===== config.mk =====
export PLATFORM = sky130hd
export DESIGN_NAME = sir_rx_unwrap
export DESIGN_NICKNAME = d
export VERILOG_FILES = /design/src/rtl/sir_unwrap_pkg.sv /design/src/rtl/sir_byte_class.sv /design/src/rtl/sir_len_guard.sv /design/src/rtl/sir_rx_unwrap.sv
export SDC_FILE = /design/constraint.sdc
export NUM_CORES = 1
export LEC_CHECK = 0
export ABC_CLOCK_PERIOD_IN_PS = 5000
export BUFFER_PORTS_ARGS = -buffer_cell sky130_fd_sc_hd__buf_2
export CAP_MARGIN = 10
export CORE_ASPECT_RATIO = 0.6
export CORE_MARGIN = 8
export CORE_UTILIZATION = 52
export CTS_CLUSTER_DIAMETER = 150
export CTS_CLUSTER_SIZE = 24
export DETAILED_ROUTE_END_ITERATION = 16
export PLACE_DENSITY = 0.8
export SETUP_SLACK_MARGIN = 0.4
export SYNTH_ARGS = -nofsm -noshare
export SYNTH_HDL_FRONTEND = slang
export SYNTH_HIERARCHICAL = 1
export SYNTH_SLANG_ARGS = --single-unit
export TNS_END_PERCENT = 20

===== constraint.sdc =====
create_clock -name clk -period 5 [get_ports clk]
set_input_delay 1.5 -clock clk [delete_from_list [all_inputs] [get_ports clk]]
set_output_delay 1.5 -clock clk [all_outputs]
set_load 0.01 [all_outputs]

===== src/rtl/sir_unwrap_pkg.sv =====
package sir_unwrap_pkg;
  localparam logic [7:0] SIR_BOF = 8'hC0;
  localparam logic [7:0] SIR_EOF = 8'hC1;
  localparam logic [7:0] SIR_ESC = 8'h7D;
  localparam logic [7:0] SIR_XOR = 8'h20;

  typedef enum logic [1:0] {ST_HUNT, ST_BODY, ST_ESC, ST_DROP} unwrap_st_e;
  typedef enum logic [1:0] {K_DATA, K_BOF, K_EOF, K_ESC} byte_kind_e;
endpackage


===== src/rtl/sir_byte_class.sv =====
module sir_byte_class
  import sir_unwrap_pkg::*;
(
  input  logic [7:0] byte_i,
  output byte_kind_e kind_o
);
  always_comb begin
    unique case (byte_i)
      SIR_BOF: kind_o = K_BOF;
      SIR_EOF: kind_o = K_EOF;
      SIR_ESC: kind_o = K_ESC;
      default: kind_o = K_DATA;
    endcase
  end
endmodule


===== src/rtl/sir_len_guard.sv =====
module sir_len_guard #(
  parameter int LEN_W = 12
) (
  input  logic             clk,
  input  logic             rst,
  input  logic             clr,
  input  logic             inc,
  input  logic [LEN_W-1:0] limit,
  output logic [LEN_W-1:0] count,
  output logic             at_limit
);
  always_ff @(posedge clk) begin
    if (rst || clr) count <= '0;
    else if (inc)   count <= count + 1'b1;
  end

  assign at_limit = (count >= limit);
endmodule


===== src/rtl/sir_rx_unwrap.sv =====
module sir_rx_unwrap
  import sir_unwrap_pkg::*;
#(
  parameter int LEN_W = 12
) (
  input  logic             clk,
  input  logic             rst,
  input  logic             filt_en,
  input  logic             sir_mode,
  input  logic             filt_test,
  input  logic [LEN_W-1:0] max_len,
  input  logic             in_valid,
  output logic             in_ready,
  input  logic [7:0]       in_data,
  output logic             out_valid,
  input  logic             out_ready,
  output logic [7:0]       out_data,
  output logic             out_first,
  output logic             out_last,
  output logic             out_err,
  output logic [LEN_W-1:0] frame_len,
  output logic [15:0]      delim_flags
);
  unwrap_st_e st, st_nx;
  byte_kind_e kind;
  logic       active, accept;
  logic       held_v, held_first;
  logic [7:0] held_d;
  logic       len_clr, len_inc, at_limit;
  logic       hold_load, hold_clr;
  logic [7:0] take_d;
  logic       take, close, close_err, restart;
  logic       emit, e_first, e_last, e_err;
  logic [7:0] e_data;

  assign delim_flags = {SIR_EOF, SIR_BOF};
  assign active      = filt_en && (sir_mode || filt_test);
  assign in_ready    = !out_valid || out_ready;
  assign accept      = in_valid && in_ready;

  sir_byte_class u_class (.byte_i(in_data), .kind_o(kind));

  sir_len_guard #(.LEN_W(LEN_W)) u_len (
    .clk(clk), .rst(rst), .clr(len_clr), .inc(len_inc),
    .limit(max_len), .count(frame_len), .at_limit(at_limit)
  );

  // Decode one accepted byte into frame actions.
  always_comb begin
    st_nx = st; take = 1'b0; take_d = in_data;
    close = 1'b0; close_err = 1'b0; restart = 1'b0;
    if (accept && active) begin
      unique case (st)
        ST_HUNT: if (kind == K_BOF) restart = 1'b1;
        ST_BODY: begin
          unique case (kind)
            K_BOF:  begin restart = 1'b1; close = 1'b1; close_err = 1'b1; end
            K_EOF:  begin close = 1'b1; st_nx = ST_HUNT; end
            K_ESC:  st_nx = ST_ESC;
            default: take = 1'b1;
          endcase
        end
        ST_ESC: begin
          unique case (kind)
            K_BOF:  begin restart = 1'b1; close = 1'b1; close_err = 1'b1; end
            K_EOF:  begin close = 1'b1; close_err = 1'b1; st_nx = ST_HUNT; end
            default: begin take = 1'b1; take_d = in_data ^ SIR_XOR; end
          endcase
        end
        default: begin
          if (kind == K_BOF)      restart = 1'b1;
          else if (kind == K_EOF) st_nx = ST_HUNT;
        end
      endcase
      if (restart) st_nx = ST_BODY;
    end
  end

  // Turn frame actions into an output beat and bookkeeping.
  always_comb begin
    emit = 1'b0; e_data = held_d; e_first = held_first; e_last = 1'b0; e_err = 1'b0;
    hold_load = 1'b0; hold_clr = 1'b0; len_clr = 1'b0; len_inc = 1'b0;
    if (accept && !active) begin
      emit = 1'b1; e_data = in_data; e_first = 1'b0;
      hold_clr = 1'b1; len_clr = 1'b1;
    end else begin
      if (close) begin
        emit = held_v; e_last = 1'b1; e_err = close_err;
        hold_clr = 1'b1; len_clr = 1'b1;
      end
      if (restart) begin
        hold_clr = 1'b1; len_clr = 1'b1;
      end
      if (st == ST_DROP && st_nx == ST_HUNT) len_clr = 1'b1;
      if (take) begin
        if (at_limit) begin
          emit = held_v; e_last = 1'b1; e_err = 1'b1; hold_clr = 1'b1;
        end else begin
          emit = held_v; hold_load = 1'b1; len_inc = 1'b1;
        end
      end
    end
  end

  always_ff @(posedge clk) begin
    if (rst) begin
      st <= ST_HUNT;
      held_v <= 1'b0; held_first <= 1'b0; held_d <= '0;
      out_valid <= 1'b0; out_data <= '0;
      out_first <= 1'b0; out_last <= 1'b0; out_err <= 1'b0;
    end else begin
      if (accept && !active)            st <= ST_HUNT;
      else if (take && at_limit)        st <= ST_DROP;
      else if (take)                    st <= ST_BODY;
      else                              st <= st_nx;

      if (hold_load) begin
        held_v <= 1'b1; held_first <= !held_v; held_d <= take_d;
      end else if (hold_clr) begin
        held_v <= 1'b0;
      end

      if (emit) begin
        out_valid <= 1'b1; out_data <= e_data;
        out_first <= e_first; out_last <= e_last; out_err <= e_err;
      end else if (out_ready) begin
        out_valid <= 1'b0;
      end
    end
  end
endmodule


==> impl_metrics.tcl <==
set metrics [dict create \
    outcome "finished clean" \
    synth-async-reset-ratio_pct 0 \
    worstSetupEndpointType "register" \
    vias 2253 \
    setup_viol 0 \
    die_y_microns 68.2 \
    cts_tree "yes" \
    synthesis.area_sq_um 2360 \
    fin_util_pct 60.3 \
    critPathLaunchType "input port" \
    ios 68 \
    h-tree-depth 2 \
    post-dp-hpwl_microns 4560 \
    achievable-frequency_mhz 229 \
    r2r_slack_ps 1960 \
    rr_startpoint "u_len/count[2]" \
    rsz0062_at_grt "false" \
    die_w_microns 103 \
    synth_cells 286 \
    ant_nets 0 \
    multi_input_area_sq_um 1410 \
    grt_antenna_before_repair 0 \
    die_area_sq_um 7030 \
    ys_seq_area_share_pct 30.5 \
    numClockSinks 36 \
    worst_pin_slew_ps 768 \
    min_path_type "register to register" \
    post_cts_buffers 0 \
    rows 19 \
    max-cap-violations 0 \
    worstSetupPathType "input port to register" \
    firstDrtPassIters 5 \
    instances_no_fill 394 \
    synth_top_area_cell "dfxtp_1" \
    grt_pass1_wl_microns 10200 \
    cp.required_ps 5160 \
    cts_hold_buf 0 \
    insertion_delay_ps 280 \
    skew_ps 4.42 \
    ys.flop_type "dfxtp_1" \
    drive_gt1_share_pct 21.8 \
    synth_top_area_share_pct 30.5 \
    ctsResizeCount 0 \
    routabilityCongestion 0.910 \
    leakagePower_uw 0.00117 \
    synth.avg_cell_area_sq_um 8.26 \
    wl_per_cell_microns 15.6 \
    drtIter0Drc 183 \
    peakVddDrop_mv 0.166 \
    cp.arrival_ps 4530 \
    fill_cells 419 \
    area.growth.synth_to_final_pct 14.0 \
    wirelength_microns 6140 \
    antenna_cells 0 \
    drv_slew 0 \
    period_share_pct 87.4 \
    start_util_pct 52.9 \
    hold_viol_final 0 \
    period_minus_slack_ps 4370 \
    cp_max_fo 10 \
    route.detailed.drc 0 \
    hold_path_startpoint "held_first" \
    path_clk_slew_ps 70 \
    cts_buffers 5 \
    worst_r2r_endpoint "u_len/count[10]" \
    final_common_cell "buf_2" \
    slew_headroom_pct 48.6 \
    cts.path.max_buffers 2 \
    port_buffers 51 \
    min_path_cells 2 \
    grt_usage_pct 18.1 \
    vias_per_cell 5.72 \
    ys_top_cells_by_area "dfxtp_1 (31%), ha_1 (11%), buf_4 (5.4%), nand3_1 (4.7%), a21oi_1 (4.4%)" \
    synth_edf_count 0 \
    grt_max_degree 26 \
    cellPowerDensity_nw_per_um2 236 \
    hold_path_end "out_first" \
    synth.distinct_cells 52 \
    final.setup.tns_ps 0 \
    root_buffer "clkbuf_8" \
    overflow 0 \
    num-nets-final 378 \
    core_area_sq_um 4470 \
    power_uw 637 \
    most-common-layout-cells "buf_2 (51), dfxtp_1 (36), nor2_1 (23)" \
    dp.cells 386 \
    reg2regPathDepth 12 \
    ys_seq_elements 36 \
    yosysWarnings 6 \
    ff_latch_area_sq_um 721 \
    first_global_vias 2066 \
]
where the power goes:
part	switching (uW)	leakage (uW)	internal, uW
clock	102	0.0000645	176
combinational	40.9	0.000813	23.0
sequential	2.39	0.000292	292
worst max-delay path: stages:
cell and delay, ps:
buf_2 130, or4bb_1 560, o22ai_1 390, inv_1 130, ha_1 380, nand2b_1 240, a21oi_2 200, nand2_2 90
inv_2 200, nand4_4 180, nor4_2 300, xnor2_1 160, nor2_1 50
registers in the layout, summed over array words and instances, names as in the netlist:
| signal | cells |
|---|---|
| st | 2 |
| out_last | 1 |
| out_first | 1 |
| out_err | 1 |
| held_d | 8 |
| u_len/count | 12 |
| held_first | 1 |
| out_data | 8 |
| out_valid | 1 |
| held_v | 1 |
per-layer routing:
metal  part of all wire (%)  track usage [%]  wire length [microns]
met1                     46             25.1                   2800
met2                     46             28.5                   2810
met3                    8.5             4.57                    519
met4                   0.18             2.50                     11
met5                      0                0                      0
stage by stage:
| stage | cell area (sq um) | setup slack, ps | hold WS, ps |
|---|---|---|---|
| 2_1_floorplan | 2410 | 609 | 443 |
| 3_3_place_gp | 2570 | 606 | 456 |
| 3_5_place_dp | 2570 | 458 | 459 |
| 4_1_cts | 2690 | 686 | 475 |
| 5_1_grt | 2690 | 435 | 485 |
| 6_report | 2690 | 632 | 468 |
cells in the mapped netlist, types with 4 or more instances:
cell	number
xnor2_1	5
nand3_1	22
xor2_1	5
a211oi_1	4
nor2_1	23
nand4_1	7
o22ai_1	4
clkbuf_1	4
o211ai_1	4
ha_1	21
dfxtp_1	36
a21oi_1	21
nand2_1	9
o21ai_0	19
a311oi_1	11
buf_2	7
buf_4	17
inv_1	22
worst max-delay path by stage:
| stage | start | endpoint | slack, ps | depth (start not counted) |
|---|---|---|---|---|
| after floorplan | in_data[1] | u_len/count[11] | 610 | 13 |
| after global placement | in_data[1] | u_len/count[11] | 610 | 13 |
| after detailed placement | in_data[1] | u_len/count[10] | 460 | 13 |
| after CTS | in_data[5] | u_len/count[10] | 690 | 13 |
| after global routing | in_data[5] | u_len/count[10] | 440 | 13 |
| final | in_data[5] | u_len/count[10] | 630 | 13 |
area by class of cell:
type | instances | share of cell area (%)
flip-flops and latches | 36 | 26.8
clock inverters | 1 | 1.11
repair buffers | 52 | 9.75
well taps | 63 | 2.93
clock buffers | 7 | 3.58
inverters | 24 | 3.44
multi-input cells | 211 | 52.4
logic make-up (layout without fill, tap and decap cells):
logic type / after synthesis / after routing / synth area share [%]
XOR/XNOR: 10 / 10 / 3.71
other: 2 / 16 / 0.318
flip-flops: 36 / 36 / 30.5
adder cells (fa/ha/maj): 21 / 21 / 11.1
buffers and inverters: 53 / 84 / 11.9
AND/OR/NAND/NOR: 86 / 86 / 20.9
multiplexers: 1 / 1 / 0.424
AO/OA/AOI/OAI: 77 / 77 / 21.1
No activity file was read; power rests on OpenSTA's default activity.
